===== src/rtl/ts_timer_pkg.sv =====
package ts_timer_pkg;

  typedef enum logic [1:0] {
    TRIM_NONE = 2'd0,
    TRIM_ADD  = 2'd1,
    TRIM_SUB  = 2'd2
  } trim_e;

  // Which trim applies at dither phase ph: adds first, then subtracts.
  function automatic trim_e trim_of(input logic [31:0] ph,
                                    input logic [31:0] up,
                                    input logic [31:0] dn);
    logic [32:0] sub_end;
    sub_end = {1'b0, up} + {1'b0, dn};
    if (ph < up) return TRIM_ADD;
    if ({1'b0, ph} < sub_end) return TRIM_SUB;
    return TRIM_NONE;
  endfunction

  // Bit position of the lowest compared bit for a window code.
  function automatic logic [31:0] win_lsb(input logic [31:0] sel,
                                          input logic [31:0] base,
                                          input logic [31:0] step);
    return base + sel * step;
  endfunction

endpackage


===== src/rtl/ts_cfg_reg.sv =====
module ts_cfg_reg #(
  parameter int INT_W  = 8,
  parameter int FRAC_W = 24,
  parameter int TRIM_W = 4,
  parameter int SEL_W  = 2
) (
  input  logic              clk,
  input  logic              rst_n,
  input  logic              freeze,
  input  logic [INT_W-1:0]  in_int,
  input  logic [FRAC_W-1:0] in_frac,
  input  logic [TRIM_W-1:0] in_up,
  input  logic [TRIM_W-1:0] in_dn,
  input  logic              in_follow,
  input  logic [SEL_W-1:0]  in_sel,
  output logic [INT_W-1:0]  cfg_int,
  output logic [FRAC_W-1:0] cfg_frac,
  output logic [TRIM_W-1:0] cfg_up,
  output logic [TRIM_W-1:0] cfg_dn,
  output logic              cfg_follow,
  output logic [SEL_W-1:0]  cfg_sel
);

  always_ff @(posedge clk or negedge rst_n) begin
    if (!rst_n) begin
      cfg_int    <= INT_W'(1);
      cfg_frac   <= '0;
      cfg_up     <= '0;
      cfg_dn     <= '0;
      cfg_follow <= 1'b0;
      cfg_sel    <= '0;
    end else if (!freeze) begin
      cfg_int    <= in_int;
      cfg_frac   <= in_frac;
      cfg_up     <= in_up;
      cfg_dn     <= in_dn;
      cfg_follow <= in_follow;
      cfg_sel    <= in_sel;
    end
  end

endmodule


===== src/rtl/ts_trim_seq.sv =====
module ts_trim_seq
  import ts_timer_pkg::*;
#(
  parameter int TRIM_W = 4
) (
  input  logic              clk,
  input  logic              rst_n,
  input  logic              clear,
  input  logic              advance,
  input  logic [TRIM_W-1:0] up,
  input  logic [TRIM_W-1:0] dn,
  output logic [TRIM_W-1:0] phase,
  output trim_e             kind
);

  // Phase wraps every 2**TRIM_W running cycles.
  always_ff @(posedge clk or negedge rst_n) begin
    if (!rst_n)       phase <= '0;
    else if (clear)   phase <= '0;
    else if (advance) phase <= phase + 1'b1;
  end

  always_comb kind = trim_of(32'(phase), 32'(up), 32'(dn));

endmodule


===== src/rtl/ts_frac_acc.sv =====
module ts_frac_acc
  import ts_timer_pkg::*;
#(
  parameter int TIME_W = 64,
  parameter int INT_W  = 8,
  parameter int FRAC_W = 24
) (
  input  logic [TIME_W-1:0] time_q,
  input  logic [FRAC_W-1:0] frac_q,
  input  logic [INT_W-1:0]  int_step,
  input  logic [FRAC_W-1:0] frac_step,
  input  trim_e             kind,
  output logic [TIME_W-1:0] time_adv,
  output logic [FRAC_W-1:0] frac_adv,
  output logic              carry_up,
  output logic              borrow
);

  localparam int SW = FRAC_W + 2;

  logic [SW-1:0] sum;

  always_comb begin
    sum = SW'(frac_q) + SW'(frac_step);
    case (kind)
      TRIM_ADD: sum = sum + SW'(1);
      TRIM_SUB: sum = sum - SW'(1);
      default:  ;
    endcase
  end

  assign carry_up = (sum[SW-1:FRAC_W] == 2'b01);
  assign borrow   = (sum[SW-1:FRAC_W] == 2'b11);
  assign frac_adv = sum[FRAC_W-1:0];
  assign time_adv = time_q + TIME_W'(int_step) + TIME_W'(carry_up) - TIME_W'(borrow);

endmodule


===== src/rtl/ts_lock_cmp.sv =====
module ts_lock_cmp
  import ts_timer_pkg::*;
#(
  parameter int TIME_W   = 64,
  parameter int SEL_W    = 2,
  parameter int WIN_BASE = 4,
  parameter int WIN_STEP = 2
) (
  input  logic [TIME_W-1:0] local_time,
  input  logic [TIME_W-1:0] ref_time,
  input  logic [SEL_W-1:0]  sel,
  output logic [TIME_W-1:0] hi_mask,
  output logic              hi_match,
  output logic [TIME_W-1:0] load_value
);

  always_comb begin
    hi_mask    = {TIME_W{1'b1}} << win_lsb(32'(sel), 32'(WIN_BASE), 32'(WIN_STEP));
    hi_match   = (((local_time ^ ref_time) & hi_mask) == '0);
    load_value = ref_time & hi_mask;
  end

endmodule


===== src/rtl/frac_ts_timer.sv =====
module frac_ts_timer
  import ts_timer_pkg::*;
#(
  parameter int TIME_W   = 64,
  parameter int INT_W    = 8,
  parameter int FRAC_W   = 24,
  parameter int TRIM_W   = 4,
  parameter int SEL_W    = 2,
  parameter int WIN_BASE = 4,
  parameter int WIN_STEP = 2
) (
  input  logic              clk,
  input  logic              rst_n,
  input  logic              ctl_clear,
  input  logic              ctl_run,
  input  logic              ctl_freeze,
  input  logic [INT_W-1:0]  ctl_int_step,
  input  logic [FRAC_W-1:0] ctl_frac_step,
  input  logic [TRIM_W-1:0] ctl_trim_up,
  input  logic [TRIM_W-1:0] ctl_trim_dn,
  input  logic              ctl_follow,
  input  logic [SEL_W-1:0]  ctl_win_sel,
  input  logic [TIME_W-1:0] ref_time,
  output logic [TIME_W-1:0] now_time,
  output logic              now_valid
);

  // Captured configuration
  logic [INT_W-1:0]  cfg_int;
  logic [FRAC_W-1:0] cfg_frac;
  logic [TRIM_W-1:0] cfg_up;
  logic [TRIM_W-1:0] cfg_dn;
  logic              cfg_follow;
  logic [SEL_W-1:0]  cfg_sel;

  // State
  logic [TIME_W-1:0] time_q, time_d;
  logic [FRAC_W-1:0] frac_q, frac_d;
  logic              valid_q, valid_d;

  // Named internal events
  logic [TRIM_W-1:0] trim_phase;
  trim_e             trim_kind;
  logic [TIME_W-1:0] time_adv;
  logic [FRAC_W-1:0] frac_adv;
  logic              carry_up;
  logic              borrow;
  logic [TIME_W-1:0] hi_mask;
  logic              hi_match;
  logic [TIME_W-1:0] load_value;
  logic              lock_load;
  logic              free_step;

  ts_cfg_reg #(
    .INT_W(INT_W), .FRAC_W(FRAC_W), .TRIM_W(TRIM_W), .SEL_W(SEL_W)
  ) u_cfg (
    .clk(clk), .rst_n(rst_n), .freeze(ctl_freeze),
    .in_int(ctl_int_step), .in_frac(ctl_frac_step),
    .in_up(ctl_trim_up), .in_dn(ctl_trim_dn),
    .in_follow(ctl_follow), .in_sel(ctl_win_sel),
    .cfg_int(cfg_int), .cfg_frac(cfg_frac),
    .cfg_up(cfg_up), .cfg_dn(cfg_dn),
    .cfg_follow(cfg_follow), .cfg_sel(cfg_sel)
  );

  ts_trim_seq #(.TRIM_W(TRIM_W)) u_trim (
    .clk(clk), .rst_n(rst_n), .clear(ctl_clear), .advance(ctl_run),
    .up(cfg_up), .dn(cfg_dn), .phase(trim_phase), .kind(trim_kind)
  );

  ts_frac_acc #(.TIME_W(TIME_W), .INT_W(INT_W), .FRAC_W(FRAC_W)) u_acc (
    .time_q(time_q), .frac_q(frac_q), .int_step(cfg_int), .frac_step(cfg_frac),
    .kind(trim_kind), .time_adv(time_adv), .frac_adv(frac_adv),
    .carry_up(carry_up), .borrow(borrow)
  );

  ts_lock_cmp #(
    .TIME_W(TIME_W), .SEL_W(SEL_W), .WIN_BASE(WIN_BASE), .WIN_STEP(WIN_STEP)
  ) u_lock (
    .local_time(time_q), .ref_time(ref_time), .sel(cfg_sel),
    .hi_mask(hi_mask), .hi_match(hi_match), .load_value(load_value)
  );

  assign lock_load = ctl_run && !ctl_clear && cfg_follow && !hi_match;
  assign free_step = ctl_run && !ctl_clear && !lock_load;

  always_comb begin
    time_d  = time_q;
    frac_d  = frac_q;
    valid_d = valid_q;
    if (ctl_clear) begin
      time_d  = '0;
      frac_d  = '0;
      valid_d = 1'b0;
    end else if (lock_load) begin
      time_d = load_value;
      frac_d = '0;
    end else if (free_step) begin
      time_d  = time_adv;
      frac_d  = frac_adv;
      valid_d = 1'b1;
    end
  end

  always_ff @(posedge clk or negedge rst_n) begin
    if (!rst_n) begin
      time_q  <= '0;
      frac_q  <= '0;
      valid_q <= 1'b0;
    end else begin
      time_q  <= time_d;
      frac_q  <= frac_d;
      valid_q <= valid_d;
    end
  end

  assign now_time  = time_q;
  assign now_valid = valid_q;

endmodule


===== config.mk =====
export PLATFORM = sky130hd
export DESIGN_NAME = frac_ts_timer
export DESIGN_NICKNAME = d
export VERILOG_FILES = /design/src/rtl/ts_timer_pkg.sv /design/src/rtl/ts_cfg_reg.sv /design/src/rtl/ts_trim_seq.sv /design/src/rtl/ts_frac_acc.sv /design/src/rtl/ts_lock_cmp.sv /design/src/rtl/frac_ts_timer.sv
export SDC_FILE = /design/constraint.sdc
export NUM_CORES = 1
export LEC_CHECK = 0
export BUFFER_PORTS_ARGS = -buffer_cell sky130_fd_sc_hd__buf_2
export CAP_MARGIN = 20
export CORE_ASPECT_RATIO = 1.4
export CORE_MARGIN = 2
export CORE_UTILIZATION = 38
export CTS_BUF_LIST = sky130_fd_sc_hd__clkbuf_4 sky130_fd_sc_hd__clkbuf_8
export CTS_CLUSTER_DIAMETER = 30
export DETAILED_ROUTE_END_ITERATION = 10
export SETUP_SLACK_MARGIN = 0.05
export SYNTH_ARGS = -nofsm -noshare
export SYNTH_HDL_FRONTEND = slang
export SYNTH_HIERARCHICAL = 1
export SYNTH_SLANG_ARGS = --single-unit

===== constraint.sdc =====
create_clock -name clk -period 8.77 [get_ports clk]
set_clock_uncertainty 0.2 [all_clocks]
set_input_delay 1.3155 -clock clk [delete_from_list [all_inputs] [get_ports clk]]
set_output_delay 1.3155 -clock clk [all_outputs]
set_load 0.01 [all_outputs]

==> results of run 1 <==
[repair_timing]
item,4_1_cts,5_1_grt
resized for setup,0,15
hold buffers,0,0
setup endpoints to repair,0,24
buffers inserted,0,1
[layer usage]
layer	track usage	vias to the layer above	part of all wire
met5	0	-	0.00026
met4	0.0913	2	0.035
met3	0.0299	76	0.035
met2	0.411	284	0.53
met1	0.236	5899	0.40
li1	-	5968	-
[cell type report]
| class | instances | share of cell area |
|---|---|---|
| timing repair buffer | 192 | 0.0657 |
| multi-input combinational | 1241 | 0.619 |
| sequential | 136 | 0.220 |
| inverter | 130 | 0.0315 |
| tap | 467 | 0.0378 |
| antenna | 2 | 0.000323 |
| clock inverter | 9 | 0.00817 |
| clock buffer | 21 | 0.0175 |
[stage by stage]
| stage | worst slack, ps | utilization | cell area (sq um) | std cells | total power, mW |
|---|---|---|---|---|---|
| floorplan | 818 | - | 14200 | 1637 | 4.11 |
| finish | 521 | 0.421 | 15500 | 2198 | 5.88 |
| CTS | 126 | 0.419 | 15400 | 2195 | 5.84 |
| global placement | 307 | 0.408 | 15000 | 2165 | 5.23 |
| detailed placement | 184 | 0.408 | 15000 | 2165 | 5.24 |
| global route | 59.0 | 0.421 | 15500 | 2198 | 6.36 |
[worst reg2reg max path: cells and delay by family (launching register included)]
kind                     cells  cell delay [ps]
adder cells (fa/ha/maj)      8             2640
AND/OR/NAND/NOR              2              340
XOR/XNOR                     2              350
flip-flops                   1              400
multiplexers                 1              370
buffers and inverters        1              180
AO/OA/AOI/OAI               18             3650
[worst paths after layout]
kind | cells past startpoint | end | slack (ps) | startpoint
worst max-delay path | 32 | now_time[62] | 520 | u_cfg/cfg_up[0]
worst min-delay path | 1 | now_valid | 300 | now_valid
worst max register to register | 32 | now_time[62] | 520 | u_cfg/cfg_up[0]
worst min register to register | 1 | now_valid | 300 | now_valid
max in group asynchronous | 2 | now_time[2] | 6370 | rst_n
min in group asynchronous | 1 | u_cfg/cfg_up[2] | 680 | rst_n
[power breakdown]
part	switching [mW]	leakage, nW	internal [mW]
clock network	0.267	0.206	0.293
logic	2.56	5.76	1.78
registers	0.206	1.75	0.766
[sequential cells by signal, indices dropped and copies added, names as in the netlist, 2 cells and up]
signal,count
u_trim/phase,4
frac_q,24
u_cfg/cfg_sel,2
u_cfg/cfg_dn,4
u_cfg/cfg_up,4
u_cfg/cfg_frac,24
u_cfg/cfg_int,8
now_time,64
==> reports/metrics.yaml, run 1 <==
layout:
  syn2layout_area_growth_pct: 8.87
  final_common_cell: "buf_2"
  fillers: 3811
  drive_gt1_frac: 0.180
  register_area_sq_mm: 0.00340
  fin_nets: 1966
  multi_input_area_sq_mm: 0.00958
  final_cell_mix: "buf_2 (171), dfrtp_1 (135), ha_1 (130)"
clock_tree:
  cts.sinks: 136
  cts_tree: "done"
  htreeDepth: 4
  clock_latency_ps: 500
  cts_root_buf: "clkbuf_8"
  clockBufferDepth: 2
  path_clk_slew_ps: 80
  cts_made_buffers: 17
timing:
  worst_pin_slew_ps: 1090
  slew_viol_final: 0
  finalCritPeriodShare: 0.941
  setup_viol: 0
  fmax_ghz: 0.121
  slew_headroom: 0.272
  period_needed_ps: 8250
  whs_ps: 300
  hold_viol: 0
  rsz0062_at_grt: "no"
  tns_ps: 0
critical_path:
  cp_data_arrival_time_ps: 8430
  critPathKind: "register to register"
  crit_path_end_kind: "register"
  cp-start-kind: "register"
  worstPathRequired_ps: 8950
  crit_buf_inv: 1
  crit_path_max_incr_delay_ps: 430
  critical_path.top_delay_family: "compound AO/OA/AOI/OAI gates"
  slowest_stage: "fa_1"
  critical_path_peak_fanout: 7
placed_design:
  dpl.hpwl_microns: 32200
  gp_congestion: 0.907
  port_buffers: 172
detailed_routing:
  detail-route-antenna-nets: 0
  first_pass_iters: 8
  vias_per_cell: 5.56
  drt_drc_violations_left: 3
  wire_per_inst_microns: 19.0
  vias: 12200
  routed_wl_microns: 41800
  drt_iter0_drc: 582
hold_path:
  min_path_type: "register to register"
floorplan:
  dieArea_sq_mm: 0.0390
  coreArea_sq_mm: 0.0368
  die_w_microns: 167
  die_y_microns: 233
  pin_count: 177
  start_util: 0.387
  std_cell_rows: 83
logic_synthesis:
  yosysWarnings: 6
  syn_inst: 1634
  syn_avg_cell_area_sq_um: 8.70
  syn-cell-area_sq_mm: 0.0142
power_and_ir_drop:
  powerDensity_mw_per_mm2: 380
  cellLeakagePower_nw: 7.71
  ir_drop_v: 0.000242
global_routing:
  grt_pass1_wl_microns: 65800
  antenna_found_initial: 4
  grt_usage: 0.215
  grt_max_degree: 85
  overflow: 0
  grt_pass1_vias: 12500
status:
  violations: "DRC"
  status: "complete, but fails checks"
run:
  maxCapViolCount: 0
Power figures use the tool's default switching activity.
==> run 2, diff against run 1 <==
ABC_AREA = 1   (was not set)
==> reports/metrics.yaml, run 2 <==
status:
  status: "finished, final reports clean"
detailed_routing:
  detail-route-antenna-nets: 0  # unchanged
  vias_per_cell: 4.86  # -13%
  wl_met3_microns: 1710  # +17%
  wire_per_inst_microns: 15.8  # -17%
  vias: 17700  # +45%
  routed_wl_microns: 57400  # +37%
  drt_iter0_drc: 915  # +57%
  first_pass_iters: 5  # -3
  drt_drc_violations_left: 0  # -3
  met2_wirelength_microns: 30700  # +38%
  highest_layer: "met4"
  met1_length_microns: 21600  # +31%
timing:
  whs_ps: 273  # -26.8 ps
  rsz0062_at_grt: "no"
  period_needed_ps: 6830  # -1420 ps
  layout_setup_ws_ps: 1940  # +1420 ps
  worst_pin_slew_ps: 828  # -265 ps
  fmax_ghz: 0.146  # +21%
  setup_viol: 0  # unchanged
  slew_viol_final: 0  # unchanged
  tns_ps: 0  # unchanged
  finalCritPeriodShare: 0.779  # -0.162
  slew_headroom: 0.448  # +0.177
  hold_viol: 0  # unchanged
placed_design:
  dpl.hpwl_microns: 47800  # +48%
  dp_slack_ps: 1960  # +1780 ps
  place_inst: 3610  # +67%
  port_buffers: 172  # unchanged
  gp_congestion: 1.04  # +14%
critical_path:
  startpoint: "u_cfg/cfg_up[0]"
  slowest_stage: "fa_1"
  r2r-start: "u_cfg/cfg_up[0]"
  reg2reg_slack_ps: 1940  # +1420 ps
  cp_common_cell: "nand2_1"
  regToRegEndpoint: "now_time[44]"
  rr_worst_depth: 42  # +31%
  worstPathRequired_ps: 9040  # +90 ps
  critPathKind: "register to register"
  crit_path_end_kind: "register"
  critical_path_peak_fanout: 27  # +20
  crit_end: "now_time[44]"
  cp_data_arrival_time_ps: 7100  # -1330 ps
  cp-start-kind: "register"
  crit_path_max_incr_delay_ps: 430  # about the same
clock_tree:
  cts_root_buf: "clkbuf_8"
  ctsHoldBuffers: 0  # unchanged
  path_clk_slew_ps: 90  # about the same
  clock_latency_ps: 540  # +40 ps
  cts.sinks: 136  # unchanged
  cts_made_buffers: 17  # unchanged
  htreeDepth: 4  # unchanged
  cts_tree: "done"
  postCtsSetupBuffers: 0  # unchanged
  clockBufferDepth: 2  # unchanged
  postCtsResizedCells: 0  # unchanged
global_routing:
  grt_usage: 0.248  # +0.0331
  grt_max_degree: 79  # -7.1%
  antenna_found_initial: 1  # -3
  overflow: 0  # unchanged
  grt_pass1_vias: 17400  # +39%
  grt_pass1_wl_microns: 89800  # +36%
layout:
  drive_gt1_frac: 0.0978  # -0.0827
  fin_nets: 3313  # +69%
  syn2layout_area_growth_pct: 7.83
  final_cell_mix: "nand2_1 (1187), inv_1 (534), nand3_1 (251)"
  largest_reg_flops: 64  # unchanged
  stdcell_count: 3643  # +66%
  fillers: 4996  # +31%
  final_common_cell: "nand2_1"
power_and_ir_drop:
  ir_drop_v: 0.000167  # -31%
  power_mw: 7.63  # +30%
  cellLeakagePower_nw: 11.1  # +44%
  powerDensity_mw_per_mm2: 413  # +8.8%
floorplan:
  start_util: 0.383  # -0.00392
  die_y_microns: 255  # +9.6%
  pin_count: 177  # unchanged
  std_cell_rows: 92  # +11%
  die_w_microns: 183  # +9.6%
  coreArea_sq_mm: 0.0448  # +22%
  dieArea_sq_mm: 0.0468  # +20%
logic_synthesis:
  syn-cell-area_sq_mm: 0.0171  # +21%
  syn_avg_cell_area_sq_um: 5.77  # -34%
  yosysWarnings: 6  # unchanged
  syn_inst: 2968  # +82%
hold_path:
  min_path_type: "register to register"
  worstHoldStart: "u_cfg/cfg_int[0]"
run:
  maxCapViolCount: 0  # unchanged
[run 2: cell type report]
type / count / area, sq um / share of cell area
Clock inverter: 13 / 123 / 0.00664
Tap cell: 564 / 706 / 0.0382
Multi-Input combinational cell: 2187 / 11000 / 0.596
Antenna cell: 1 / 2.50 / 0.000135
Timing Repair Buffer: 181 / 935 / 0.0506
Inverter: 542 / 2040 / 0.110
Clock buffer: 19 / 255 / 0.0138
Sequential cell: 136 / 3400 / 0.184
[run 2: worst min-delay path by stage]
stage | endpoint | slack (ps) | cells after the start
after detailed placement | u_cfg/cfg_int[0] | 260 | 2
after floorplan | u_cfg/cfg_int[6] | 250 | 2
final | u_cfg/cfg_int[0] | 270 | 2
after global placement | u_cfg/cfg_int[0] | 260 | 2
after CTS | u_cfg/cfg_int[0] | 280 | 2
after global routing | u_cfg/cfg_int[0] | 300 | 2
[run 2: critical path, delay by kind of cell, from the launching register on]
kind	cells	cell delay, ps
adders and majority gates	8	2610
and+or+nand+nor	27	2470
buffers and inverters	4	670
DFF	1	420
AOI/OAI and AO/OA	2	240
xor gates and xnor gates	1	150
[run 2: layer usage]
metal  track usage  vias to the layer above
met4         0.143                        0
met5             0                        -
met1         0.249                     8007
met3        0.0263                      120
li1              -                     9204
met2         0.490                      361
[run 2: per-stage QoR]
step,area [sq um],utilization
3_5_place_dp,18100,0.404
4_1_cts,18500,0.413
3_3_place_gp,18100,0.404
5_1_grt,18500,0.413
6_report,18500,0.413
2_1_floorplan,17100,-
[run 2: power breakdown]
part / leakage, nW / switching, mW / internal [mW]
registers: 1.77 / 0.230 / 0.780
clock network: 0.182 / 0.311 / 0.236
logic: 9.15 / 4.17 / 1.91
==> run 3, diff against run 2 <==
clock period = 6.66 ns   (was 8.77 ns; I/O delays follow)
==> reports/metrics.yaml, run 3 (synthesis gave the netlist of run 2 again) <==
critical_path:
  rr_worst_depth: 40  # -4.8%
  crit_end: "now_time[50]"
  crit_path_end_kind: "register"
  crit_path_max_incr_delay_ps: 510  # +80 ps
  cp_data_arrival_time_ps: 6520  # -580 ps
  critical_path.top_delay_family: "adder cells"
  regToRegEndpoint: "now_time[50]"
  cp_common_cell: "nand2_1"
  cp-start-kind: "register"
  crit_buf_inv: 7  # +3
  reg2reg_slack_ps: 350  # -1590 ps
  critPathKind: "register to register"
  startpoint: "u_cfg/cfg_dn[0]"
  worstPathRequired_ps: 6880  # -2160 ps
  slowest_stage: "fa_2"
  path_depth: 40  # -4.8%
  critical_path_peak_fanout: 7  # -74%
  r2r-start: "u_cfg/cfg_dn[0]"
detailed_routing:
  vias_per_cell: 4.82  # -0.66%
  detail-route-antenna-nets: 0  # unchanged
  routed_wl_microns: 58100  # +1.2%
  first_pass_iters: 7  # +2
  drt_iter0_drc: 823  # -10%
  vias: 17800  # +0.54%
  wire_per_inst_microns: 15.8  # about the same
  drt_drc_violations_left: 0  # unchanged
status:
  status: "finished, final reports clean"
run:
  maxCapViolCount: 0  # unchanged
layout:
  final_cell_mix: "nand2_1 (1174), inv_1 (531), nand3_1 (248)"
  syn2layout_area_growth_pct: 11.2
  drive_gt1_frac: 0.122  # +0.0240
  largest_reg_flops: 64  # unchanged
  final_common_cell: "nand2_1"
  fin_nets: 3356  # +1.3%
  finish.instance_area_sq_mm: 0.0191  # +3.2%
  stdcell_count: 3687  # +1.2%
global_routing:
  antenna_found_initial: 2  # +1
  grt_pass1_vias: 17400  # -0.22%
  overflow: 0  # unchanged
  grt_max_degree: 90  # +14%
  grt_pass1_wl_microns: 89400  # -0.38%
  grt_usage: 0.248  # -0.000485
clock_tree:
  htreeDepth: 4  # unchanged
  clock_latency_ps: 550  # about the same
  cts_tree: "done"
  path_clk_slew_ps: 90  # about the same
  cts_root_buf: "clkbuf_8"
  clockBufferDepth: 2  # unchanged
  cts_made_buffers: 17  # unchanged
  cts.sinks: 136  # unchanged
  ctsHoldBuffers: 0  # unchanged
timing:
  setup_viol: 0  # unchanged
  hold_viol: 0  # unchanged
  slew_viol_final: 0  # unchanged
  period_needed_ps: 6310  # -521 ps
  fmax_ghz: 0.159  # +8.3%
  finalCritPeriodShare: 0.947  # +0.168
  worst_pin_slew_ps: 1000  # +176 ps
  slew_headroom: 0.331  # -0.117
power_and_ir_drop:
  cellLeakagePower_nw: 11.4  # +2.4%
  ir_drop_v: 0.000243  # +46%
  power_mw: 10.4  # +36%
  powerDensity_mw_per_mm2: 543  # +32%
floorplan:
  die_w_microns: 183  # unchanged
  die_y_microns: 255  # unchanged
  coreArea_sq_mm: 0.0448  # unchanged
  start_util: 0.383  # unchanged
  std_cell_rows: 92  # unchanged
  dieArea_sq_mm: 0.0468  # unchanged
  pin_count: 177  # unchanged
placed_design:
  port_buffers: 172  # unchanged
  dpl.hpwl_microns: 47600  # -0.47%
  gp_congestion: 1.01  # -2.6%
  place_area_sq_mm: 0.0184  # +1.6%
  place_inst: 3643  # +0.91%
hold_path:
  min_path_type: "register to register"
  whs_path_depth: 2  # unchanged
==> run 3: changes by cell type in the layout (fill, tap and decap cells not counted), moves of 3 or more <==
cell / delta
fa_1: -3
nand2_1: -13
nand3_1: -3
fa_2: +3
buf_12: +3
inv_2: +3
ha_1: -4
a21oi_2: +8
nand3_4: +3
inv_1: -3
buf_4: +37
nand2_2: +10
a21oi_1: -8
nand2_4: +3
==> run 3: worst reg2reg max path, delay by kind of cell (launching register included) <==
kind	cells	cell delay [ps]
compound gates	1	190
fa+ha+maj	8	2690
buf+inv	7	520
flops	1	400
simple gates	24	2200
==> run 3: worst min-delay path by stage <==
stage                      from               end  slack, ps
6_report       u_cfg/cfg_int[0]  u_cfg/cfg_int[0]        270
5_1_grt        u_cfg/cfg_int[0]  u_cfg/cfg_int[0]        300
4_1_cts        u_cfg/cfg_int[0]  u_cfg/cfg_int[0]        280
3_5_place_dp   u_cfg/cfg_int[0]  u_cfg/cfg_int[0]        260
3_3_place_gp   u_cfg/cfg_int[0]  u_cfg/cfg_int[0]        260
2_1_floorplan  u_cfg/cfg_int[6]  u_cfg/cfg_int[6]        250
==> run 3: per-layer routing <==
| metal | share of wire | global-route usage |
|---|---|---|
| met1 | 0.38 | 0.246 |
| met2 | 0.54 | 0.493 |
| met3 | 0.022 | 0.0276 |
| met4 | 0.058 | 0.138 |
| met5 | 0.00022 | 0 |
==> run 3: area by class of cell <==
type,count,area [sq um]
diodes,2,5.00
clock buffers,19,249
clock inverters,13,149
fillers,4998,25700
inverters,542,2040
multi-input cells,2187,11200
flip-flops and latches,136,3400
well taps,564,706
repair buffers,224,1330
==> run 3: through the flow <==
step / setup TNS, ps / worst slack [ps] / hold WS, ps / utilization
3_3_place_gp: 0 / 139 / 264 / 0.410
2_1_floorplan: 0 / 501 / 245 / -
3_5_place_dp: 0 / 77.8 / 264 / 0.410
5_1_grt: -12.2 / -12.2 / 297 / 0.426
4_1_cts: 0 / 62.8 / 279 / 0.419
6_report: 0 / 352 / 275 / 0.426
==> run 3: what timing repair did <==
action                                 in CTS  in global routing
setup endpoints to repair                   0                 32
endpoints found under the hold margin       0                  0
buffers inserted                            0                  7
resized for setup                           0                 44
==> run 3: where the power goes <==
| part | internal (mW) | switching [mW] |
|---|---|---|
| logic | 2.73 | 5.54 |
| registers | 1.03 | 0.304 |
| clock network | 0.344 | 0.410 |
| total | 4.11 | 6.25 |
